`src/rtl/reset_wdt_pkg.sv`:
```
package reset_wdt_pkg;

    // register addresses seen on the write port
    localparam logic [7:0] ADDR_LINK   = 8'h03;
    localparam logic [7:0] ADDR_EVENT  = 8'h05;
    localparam logic [7:0] ADDR_RSTCFG = 8'h09;
    localparam logic [7:0] ADDR_WDOG   = 8'h0E;

    localparam logic [7:0] WDOG_KEY = 8'hAA;

    // bit positions inside those registers
    localparam int LINK_BIT    = 7;
    localparam int WARM_BIT    = 4;
    localparam int CPU_SEL_BIT = 1;
    localparam int KEEP_BIT    = 0;

    // sources that produce a timed reset pulse
    localparam int SRC_WDOG      = 0;
    localparam int SRC_WARM      = 1;
    localparam int NUM_PULSE_SRC = 2;

    typedef struct packed {
        logic [6:0] addr;
        logic       link;
        logic       cpu_sel;
        logic       keep;
        logic       warm_cpu;
    } ctrl_regs_t;

endpackage

```
`src/rtl/rw_pin_filter.sv`:
```
module rw_pin_filter #(
    parameter int QUAL_CLKS = 24
) (
    input  logic clk,
    input  logic por_n,
    input  logic pin,
    output logic hold
);
    localparam int CW = $clog2(QUAL_CLKS);
    localparam logic [CW-1:0] LAST = CW'(QUAL_CLKS - 1);

    typedef struct packed {
        logic          s1;
        logic          s2;
        logic [CW-1:0] cnt;
        logic          hold;
    } filt_t;

    filt_t st_d, st_q;

    always_comb begin
        st_d    = st_q;
        st_d.s1 = pin;
        st_d.s2 = st_q.s1;
        if (!st_q.s2) begin
            st_d.cnt  = '0;
            st_d.hold = 1'b0;
        end else if (!st_q.hold) begin
            if (st_q.cnt == LAST) st_d.hold = 1'b1;
            else                  st_d.cnt  = st_q.cnt + 1'b1;
        end
    end

    always_ff @(posedge clk or negedge por_n) begin
        if (!por_n) st_q <= '0;
        else        st_q <= st_d;
    end

    assign hold = st_q.hold;
endmodule

```
`src/rtl/rw_watchdog.sv`:
```
module rw_watchdog #(
    parameter int LIMIT_CLKS = 786432
) (
    input  logic clk,
    input  logic por_n,
    input  logic clear,
    input  logic pause,
    output logic expire
);
    localparam int CW = $clog2(LIMIT_CLKS);
    localparam logic [CW-1:0] LAST = CW'(LIMIT_CLKS - 1);

    typedef struct packed {
        logic [CW-1:0] cnt;
    } wdog_t;

    wdog_t st_d, st_q;

    assign expire = !pause && !clear && (st_q.cnt == LAST);

    always_comb begin
        st_d = st_q;
        if (pause || clear || expire) st_d.cnt = '0;
        else                          st_d.cnt = st_q.cnt + 1'b1;
    end

    always_ff @(posedge clk or negedge por_n) begin
        if (!por_n) st_q <= '0;
        else        st_q <= st_d;
    end
endmodule

```
`src/rtl/rw_pulse.sv`:
```
module rw_pulse #(
    parameter int LEN_CLKS = 288
) (
    input  logic clk,
    input  logic por_n,
    input  logic start,
    output logic active
);
    localparam int CW = $clog2(LEN_CLKS + 1);

    typedef struct packed {
        logic [CW-1:0] left;
    } pulse_t;

    pulse_t st_d, st_q;

    always_comb begin
        st_d = st_q;
        if (start)                st_d.left = CW'(LEN_CLKS);
        else if (st_q.left != '0) st_d.left = st_q.left - 1'b1;
    end

    always_ff @(posedge clk or negedge por_n) begin
        if (!por_n) st_q <= '0;
        else        st_q <= st_d;
    end

    assign active = (st_q.left != '0);
endmodule

```
`src/rtl/reset_wdt_ctrl.sv`:
```
module reset_wdt_ctrl
    import reset_wdt_pkg::*;
#(
    parameter int CLKS_PER_MC = 12,
    parameter int QUAL_MC     = 2,
    parameter int WDT_MC      = 65536,
    parameter int PULSE_MC    = 24
) (
    input  logic       clk,
    input  logic       por_n,
    input  logic       ext_rst_pin,
    input  logic       wr_en,
    input  logic [7:0] wr_addr,
    input  logic [7:0] wr_data,
    output logic       cpu_rst,
    output logic       usb_rst,
    output logic       bus_pullup,
    output logic [6:0] dev_addr
);
    localparam int QUAL_CLKS  = QUAL_MC * CLKS_PER_MC;
    localparam int WDT_CLKS   = WDT_MC * CLKS_PER_MC;
    localparam int PULSE_CLKS = PULSE_MC * CLKS_PER_MC;

    logic                     ext_hold;
    logic                     wdt_expire;
    logic                     any_rst;
    logic                     key_hit, warm_hit, link_wr, cfg_wr;
    logic [NUM_PULSE_SRC-1:0] pulse_start;
    logic [NUM_PULSE_SRC-1:0] pulse_act;
    ctrl_regs_t               r_d, r_q;

    // write decode
    assign key_hit  = wr_en && (wr_addr == ADDR_WDOG) && (wr_data == WDOG_KEY);
    assign warm_hit = wr_en && (wr_addr == ADDR_EVENT) && wr_data[WARM_BIT];
    assign link_wr  = wr_en && (wr_addr == ADDR_LINK);
    assign cfg_wr   = wr_en && (wr_addr == ADDR_RSTCFG);

    rw_pin_filter #(.QUAL_CLKS(QUAL_CLKS)) u_filt (
        .clk   (clk),
        .por_n (por_n),
        .pin   (ext_rst_pin),
        .hold  (ext_hold)
    );

    rw_watchdog #(.LIMIT_CLKS(WDT_CLKS)) u_wdt (
        .clk    (clk),
        .por_n  (por_n),
        .clear  (key_hit),
        .pause  (any_rst),
        .expire (wdt_expire)
    );

    always_comb begin
        pulse_start           = '0;
        pulse_start[SRC_WDOG] = wdt_expire;
        pulse_start[SRC_WARM] = warm_hit;
    end

    for (genvar g = 0; g < NUM_PULSE_SRC; g++) begin : g_pulse
        rw_pulse #(.LEN_CLKS(PULSE_CLKS)) u_pulse (
            .clk    (clk),
            .por_n  (por_n),
            .start  (pulse_start[g]),
            .active (pulse_act[g])
        );
    end

    assign any_rst = ext_hold | pulse_act[SRC_WDOG] | pulse_act[SRC_WARM];

    always_comb begin
        r_d = r_q;
        if (cfg_wr) begin
            r_d.cpu_sel = wr_data[CPU_SEL_BIT];
            r_d.keep    = wr_data[KEEP_BIT];
        end
        if (link_wr) begin
            r_d.link = wr_data[LINK_BIT];
            if (!any_rst) r_d.addr = wr_data[6:0];
        end
        if (any_rst)  r_d.addr     = '0;
        if (warm_hit) r_d.warm_cpu = r_q.cpu_sel;
    end

    always_ff @(posedge clk or negedge por_n) begin
        if (!por_n) r_q <= '0;
        else        r_q <= r_d;
    end

    assign usb_rst    = any_rst;
    assign cpu_rst    = ext_hold | pulse_act[SRC_WDOG]
                      | (pulse_act[SRC_WARM] & r_q.warm_cpu);
    assign bus_pullup = r_q.link & ~(any_rst & ~r_q.keep);
    assign dev_addr   = r_q.addr;
endmodule

```
`config.mk`:
```
export PLATFORM = sky130hd
export DESIGN_NAME = reset_wdt_ctrl
export DESIGN_NICKNAME = d
export VERILOG_FILES = /design/src/rtl/reset_wdt_pkg.sv /design/src/rtl/rw_pin_filter.sv /design/src/rtl/rw_watchdog.sv /design/src/rtl/rw_pulse.sv /design/src/rtl/reset_wdt_ctrl.sv
export SDC_FILE = /design/constraint.sdc
export NUM_CORES = 1
export LEC_CHECK = 0
export ABC_AREA = 1
export ABC_CLOCK_PERIOD_IN_PS = 2700
export BUFFER_PORTS_ARGS = -buffer_cell sky130_fd_sc_hd__buf_2
export CAP_MARGIN = 20
export CELL_PAD_IN_SITES_DETAIL_PLACEMENT = 0
export CELL_PAD_IN_SITES_GLOBAL_PLACEMENT = 1
export CORE_UTILIZATION = 40
export CTS_BUF_LIST = sky130_fd_sc_hd__clkbuf_16
export DETAILED_ROUTE_END_ITERATION = 6
export GPL_TIMING_DRIVEN = 0
export PLACE_DENSITY_LB_ADDON = 0.08
export SLEW_MARGIN = 10
export SYNTH_ARGS = -nofsm -noshare
export SYNTH_HDL_FRONTEND = slang
export SYNTH_SLANG_ARGS = --single-unit
export TNS_END_PERCENT = 20
```
`constraint.sdc`:
```
create_clock -name clk -period 2.7 [get_ports clk]
set_clock_uncertainty 0.15 [all_clocks]
set_input_delay 0.135 -clock clk [delete_from_list [all_inputs] [get_ports clk]]
set_output_delay 0.135 -clock clk [all_outputs]
set_load 0.02 [all_outputs]
```
==> results of run 1 <==
layer usage:
layer | global-route usage [%] | share of wire, % | vias up
li1 | - | - | 1318
met3 | 4.606 | 2.7 | 13
met1 | 21.53 | 48 | 1150
met4 | 7.143 | 2.3 | 0
met5 | 0 | 0 | -
met2 | 27.08 | 47 | 30
state kept, by name, summed over array words and instances, names as in the netlist:
| name | flops |
|---|---|
| u_wdt.st_q | 20 |
| g_pulse.u_pulse.st_q | 18 |
| dev_addr | 7 |
| u_filt.st_q | 6 |
| r_q | 4 |
| u_filt.hold | 1 |
| u_filt.st_d | 1 |
metrics by stage:
step	instance area, um^2	hold slack [ns]	setup slack [ns]	power (uW)	cells
floorplan	3188	-0.3106	1.009	1159	396
global placement	3461	0.09808	0.6872	1228	527
detailed placement	3463	0.09432	0.6908	1236	527
CTS	3814	0.01978	0.3499	2434	547
global route	3814	0.07133	0.2203	2521	547
finish	3814	0.02490	0.3851	2397	547
cell type report:
type / count / area share [%]
buffer: 11 / 2.461
clock buffer: 9 / 5.906
clock inverter: 7 / 2.231
inverter: 70 / 6.890
multi-input combinational: 258 / 36.84
sequential: 57 / 37.40
tap: 102 / 3.346
timing repair buffer: 33 / 4.921
critical path, stage by stage (launching register included):
cell	delay [ns]
dfrtp_1	0.38
inv_1	0.10
ha_1	0.21
nand3_2	0.12
nor2_2	0.13
nand3_2	0.12
nor2_2	0.20
buf_4	0.21
nor2_1	0.07
buf_2	0.16
report_power, final:
part,leakage [uW],switching [uW],internal [uW]
registers,0.000727,65.1,930
logic,0.000946,129,99.9
clock network,0.000150,377,796
synthesized netlist by cell type:
cell type / n
o21bai_1: 1
o21ai_0: 18
dfrtp_1: 57
a21bo_2: 1
a31oi_1: 1
nor2_2: 25
xor2_1: 17
nand4_1: 11
a211oi_1: 1
a21oi_1: 5
and2_1: 1
o21a_1: 2
nor3_1: 9
buf_4: 8
o22ai_1: 1
buf_6: 3
inv_1: 68
nand3_2: 8
ha_1: 4
nand2_2: 3
nor4_1: 1
nor2_4: 3
xnor2_1: 8
inv_2: 2
nand3_1: 25
nand3b_1: 1
nor2_1: 40
nand2_1: 72
layout by cell type (no fill, tap or decap), types with 4 or more instances in the layout:
master / Yosys / routed
nand3_2: 8 / 8
nand3_1: 25 / 25
nor2_2: 25 / 25
clkbuf_16: 0 / 9
buf_2: 0 / 28
inv_1: 68 / 68
nand2_1: 72 / 72
dfrtp_1: 57 / 57
dlygate4sd3_1: 0 / 4
nor3_1: 9 / 9
ha_1: 4 / 4
nand4_1: 11 / 11
xor2_1: 17 / 17
nor2_1: 40 / 40
buf_4: 8 / 9
a21oi_1: 5 / 5
o21ai_0: 18 / 18
xnor2_1: 8 / 8
logic make-up (layout without fill, tap and decap cells):
kind of cell	count (synthesis)	in the layout	synth area share, %
AOI/OAI and AO/OA	30	30	5.259
xor gates and xnor gates	25	25	6.868
adders and majority gates	4	4	1.570
buffers and inverters	81	130	11.19
DFF	57	57	44.74
and+or+nand+nor	199	199	30.38
how the worst max path moves through the flow:
stage	from	to	slack, ns
2_1_floorplan	g_pulse[1].u_pulse.st_q[0]	g_pulse[0].u_pulse.st_q[1]	1.01
5_1_grt	g_pulse[1].u_pulse.st_q[0]	cpu_rst	0.22
3_5_place_dp	g_pulse[1].u_pulse.st_q[0]	g_pulse[0].u_pulse.st_q[0]	0.69
4_1_cts	g_pulse[1].u_pulse.st_q[0]	cpu_rst	0.35
6_report	g_pulse[1].u_pulse.st_q[0]	cpu_rst	0.39
3_3_place_gp	g_pulse[1].u_pulse.st_q[0]	g_pulse[0].u_pulse.st_q[1]	0.69
==> metrics.yaml, run 1 <==
drv_cap: 0
critical_path.reg2reg.startpoint: "g_pulse[1].u_pulse.st_q[0]"
vias: 2511
tritoncts.num_buffers: 9
nFillCells: 789
grt.total_usage_pct: 16.93
dr.pass1.iters: 4
start_util_pct: 41.26
antenna_cells: 0
cts.clk_slew.worst_paths_ns: 0.05
leakage_uw: 0.001823
place.gp.congestion: 0.7998
clockBufferDepth: 2
fmax_mhz: 432.0
grt_pass1_wl_mm: 10.97
syn_inst: 396
power_density_nw_per_um2: 628.6
die-area_um2: 8331
regArea_um2: 1426
wire_per_inst_um: 11.61
maxSlewViolCount: 0
drive_gt1_share_pct: 21.57
routed_wl_mm: 6.352
fin_tns_setup_ns: 0
worstPathRequired_ns: 2.41
drtIter0Drc: 115
port_buffers: 29
ys_ff_latch: 57
syn_to_final_growth_pct: 19.62
ys_warn_count: 0
synth_area_leader_cell: "dfrtp_1"
syn-num-nets: 420
yosys.cell_types.count: 28
rsz0062_at_grt: "no"
end_kind: "output pin"
cp_max_fo: 10
post-route-min-period_ns: 2.315
hold_depth: 5
reg2reg_to: "g_pulse[0].u_pulse.st_q[0]"
ys_seq_area_share_pct: 44.74
grt_antenna_before_repair: 0
dieHeight_um: 91.28
postRouteAntennaNets: 0
fp.dieW_um: 91.28
holdPathEnd: "dev_addr[3]"
grt_max_degree: 58
fin_nets: 464
cp-start-kind: "flop"
grt_overflow: 0
cts_tree: "done"
rows: 32
post-route-period-util_pct: 85.74
netlist.area_leader.share_pct: 44.74
multi_input_comb_area_um2: 1405
holdCritStartpoint: "wr_data[3]"
critical_path_arrival_ns: 2.03
tightest_slew_ns: 0.7403
run_status: "completed"
slew-limit-headroom_pct: 50.65
grt_pass1_vias: 2416
clock-root-buffer: "clkbuf_16"
critical_path_class: "reg2out"
core-area_um2: 7727
clkLatencyLatePin_ns: 0.32
ff2ff_path_depth: 10
dp_hpwl_mm: 4.637
clock_sinks: 57
hp-class: "in2reg"
syn_area_um2: 3188
regToRegSetupSlack_ns: 0.71
syn_area_per_cell_um2: 8.051
post_cts_buffers: 0
cts_resized: 0
drt-vias-per-instance: 4.590
ctsHoldBuffers: 4
ios: 30
setup_viol: 0
post-route-util_pct: 49.35
final_hold_viol_count: 0
drc: 0
h-tree-depth: 3
ys_top_cells_by_area: "dfrtp_1, nand2_1, inv_1, nor2_2, nor2_1"
ir_worst_vdd_mv: 0.3097
Note: power is estimated with default switching activity, not from simulation.
==> run 2: changes to the inputs <==
ABC_AREA = default   (was 1)
CORE_ASPECT_RATIO = 0.6   (was default)
==> metrics.yaml, run 2 <==
dp_hpwl_mm: 4.353  # -6.1%
syn-num-nets: 304  # -28%
cts.clk_slew.worst_paths_ns: 0.05  # about the same
synth-xor-area-share_pct: 6.468  # -0.40 points
drv_cap: 0  # unchanged
grt_pass1_wl_mm: 10.60  # -3.4%
grt_antenna_before_repair: 0  # unchanged
clock_sinks: 57  # unchanged
synthMuxAreaShare_pct: 4.578  # +4.6 points
drc: 0  # unchanged
syn_area_per_cell_um2: 10.64  # +32%
end_kind: "output pin"
antenna_cells: 0  # unchanged
h-tree-depth: 3  # unchanged
dieHeight_um: 68.85  # -25%
start_util_pct: 42.96  # +1.7 points
ir_worst_vdd_mv: 0.3529  # +14%
nFillCells: 611  # -23%
cts_tree: "done"
worstPathCellList: "or4_4, or4_4, buf_4, a211o_2, buf_4"
ys_top_cells_by_area: "dfrtp_1, nor3_2, xnor2_1, mux2i_1, xor2_1"
mostFrequentLayoutCells: "dfrtp_1, buf_2, nor2_1, buf_4, xnor2_1"
cp_max_fo: 5  # -5
power_density_nw_per_um2: 621.4  # -1.2%
largest_reg_flops: 20  # unchanged
synthAdderAreaFrac_pct: 1.680  # +0.11 points
setup_viol: 0  # unchanged
syn_area_um2: 2979  # -6.6%
synth_simple_gate_area_share_pct: 25.03  # -5.3 points
fp.dieW_um: 113.4  # +24%
die-area_um2: 7809  # -6.3%
worstPathRequired_ns: 2.41  # about the same
yosys.cell_types.count: 49  # +75%
post-route-min-period_ns: 2.684  # +0.3691 ns
ys_seq_area_share_pct: 47.88  # +3.1 points
power.total_uw: 2329  # -2.9%
synth_top_family_by_area: "simple AND/OR/NAND/NOR gates"
critical_path_class: "reg2out"
async_flop_share_pct: 100.0  # unchanged
cp_slowest_cell: "or4_4"
grt_overflow: 0  # unchanged
postPlaceCellArea_um2: 3257  # -6.0%
syn_to_final_growth_pct: 25.79
synth-compound-area-share_pct: 9.408  # +4.1 points
place.gp.congestion: 0.7413  # -7.3%
port_buffers: 29  # unchanged
ios: 30  # unchanged
postRouteAntennaNets: 0  # unchanged
netlist.area_leader.share_pct: 47.88  # +3.1 points
mostFrequentLayoutCell: "dfrtp_1"
core-area_um2: 6935  # -10%
tritoncts.num_buffers: 9  # unchanged
yosys-top-cells-count: "dfrtp_1, nor2_1, xnor2_1"
critPathBufInv: 2  # -1
grt_max_degree: 58  # unchanged
ys_warn_count: 0  # unchanged
clkLatencyLatePin_ns: 0.33  # about the same
dr.pass1.iters: 4  # unchanged
synth_area_leader_cell: "dfrtp_1"
fmax_mhz: 372.6  # -14%
rsz0062_at_grt: "yes"
tightest_slew_ns: 0.7241  # -0.01620 ns
grt_pass1_vias: 2094  # -13%
drt-vias-per-instance: 5.084  # +11%
rows: 23  # -28%
leakage_uw: 0.001558  # -15%
maxSlewViolCount: 0  # unchanged
hp-class: "in2reg"
finalWorstSetupSlack_ns: 0.01597  # -0.3691 ns
run_status: "completed"
clock-root-buffer: "clkbuf_16"
slew-limit-headroom_pct: 51.28  # +0.63 points
slowest_delay_ns: 0.53  # +0.15 ns
critical-path-top-delay-family: "simple AND/OR/NAND/NOR gates"
dp_worst_setup_slack_ns: -0.1347  # -0.8254 ns
routed_wl_mm: 6.451  # +1.6%
drive_gt1_share_pct: 28.82  # +7.3 points
top_register: "u_wdt.st_q"
final_hold_viol_count: 0  # unchanged
syn_inst: 280  # -29%
fin_nets: 361  # -22%
ys_ff_latch: 57  # unchanged
drtIter0Drc: 131  # +14%
wire_per_inst_um: 14.66  # +26%
synth_most_common_cell: "dfrtp_1"
vias: 2237  # -11%
clockBufferDepth: 2  # unchanged
synth_edf_count: 0  # unchanged
final_area_um2: 3747  # -1.7%
synthFlopType: "dfrtp_1"
grt.total_usage_pct: 18.72  # +1.8 points
post-route-util_pct: 54.03  # +4.7 points
cp-start-kind: "flop"
critical_path_arrival_ns: 2.40  # +0.37 ns
post-route-period-util_pct: 99.41  # +14 points
## run 2: changes by cell type in the layout (fill, tap and decap cells not counted), sizes merged, moves of 10 or more
cell | previous run | this run
nand2 | 75 | 10
inv | 70 | 10
nor2 | 68 | 19
nand3 | 33 | 11
nor3 | 9 | 19
## run 2: worst paths after layout
check	startpoint	endpoint	slack [ns]	cells past startpoint
hold reg to reg	u_filt.st_d[6]	u_filt.st_q[6]	0.20	0
hold / removal	wr_addr[3]	r_q[1]	0.08	3
setup reg to reg	g_pulse[1].u_pulse.st_q[3]	u_wdt.st_q[16]	0.10	6
setup / recovery	g_pulse[1].u_pulse.st_q[3]	cpu_rst	0.02	5
min in group asynchronous	por_n	u_wdt.st_q[10]	0.26	2
max in group asynchronous	por_n	g_pulse[1].u_pulse.st_q[3]	1.62	2
## run 2: where the power goes
part / total [uW] / switching [uW] / internal [uW]
logic: 283 / 141 / 142
clock network: 1070 / 374 / 692
registers: 979 / 60.4 / 918
## run 2: metal layers
layer / global-route usage [%] / routed length (um) / vias up
li1: - / - / 1131
met1: 28.08 / 3647 / 1054
met2: 23.08 / 2422 / 46
met3: 7.343 / 326 / 6
met4: 7.401 / 55 / 0
met5: 0 / 0 / -
## run 2: area by class of cell
class	instances	area, um^2	share of cell area [%]
inverters	10	37.54	1.002
repair buffers	48	336.6	8.982
flip-flops and latches	57	1428	38.10
multi-input cells	195	1440	38.43
clock inverters	5	48.80	1.302
plain buffers	16	106.4	2.838
clock buffers	9	225.2	6.010
well taps	100	125.1	3.339
## run 2: kinds of logic after synthesis
kind of cell | Yosys count
adder cells (fa/ha/maj) | 4
flip-flops | 57
AO/OA/AOI/OAI | 40
buffers and inverters | 28
multiplexers | 13
XOR/XNOR | 22
AND/OR/NAND/NOR | 116
## run 2: worst register-to-register path, stage by stage, from the launching register on
cell	delay, ns
dfrtp_2	0.40
or4_4	0.54
or4_4	0.46
buf_4	0.18
a2111o_1	0.39
buf_6	0.20
a211oi_2	0.20
## run 2: timing repair
item,4_1_cts,5_1_grt
endpoints found under the hold margin,69,0
gates resized for setup,12,8
endpoints found under the setup margin,23,10
pin swaps,5,1
buffers inserted,7,1
hold buffers,11,0
## run 2: per-stage QoR
step,hold WS (ns),instances,setup TNS [ns]
global route,0.09397,440,-0.06620
CTS,0.07185,441,-0.3519
detailed placement,0.09441,409,-1.739
finish,0.08047,440,0
global placement,0.09570,409,-1.645
floorplan,-0.3106,280,0
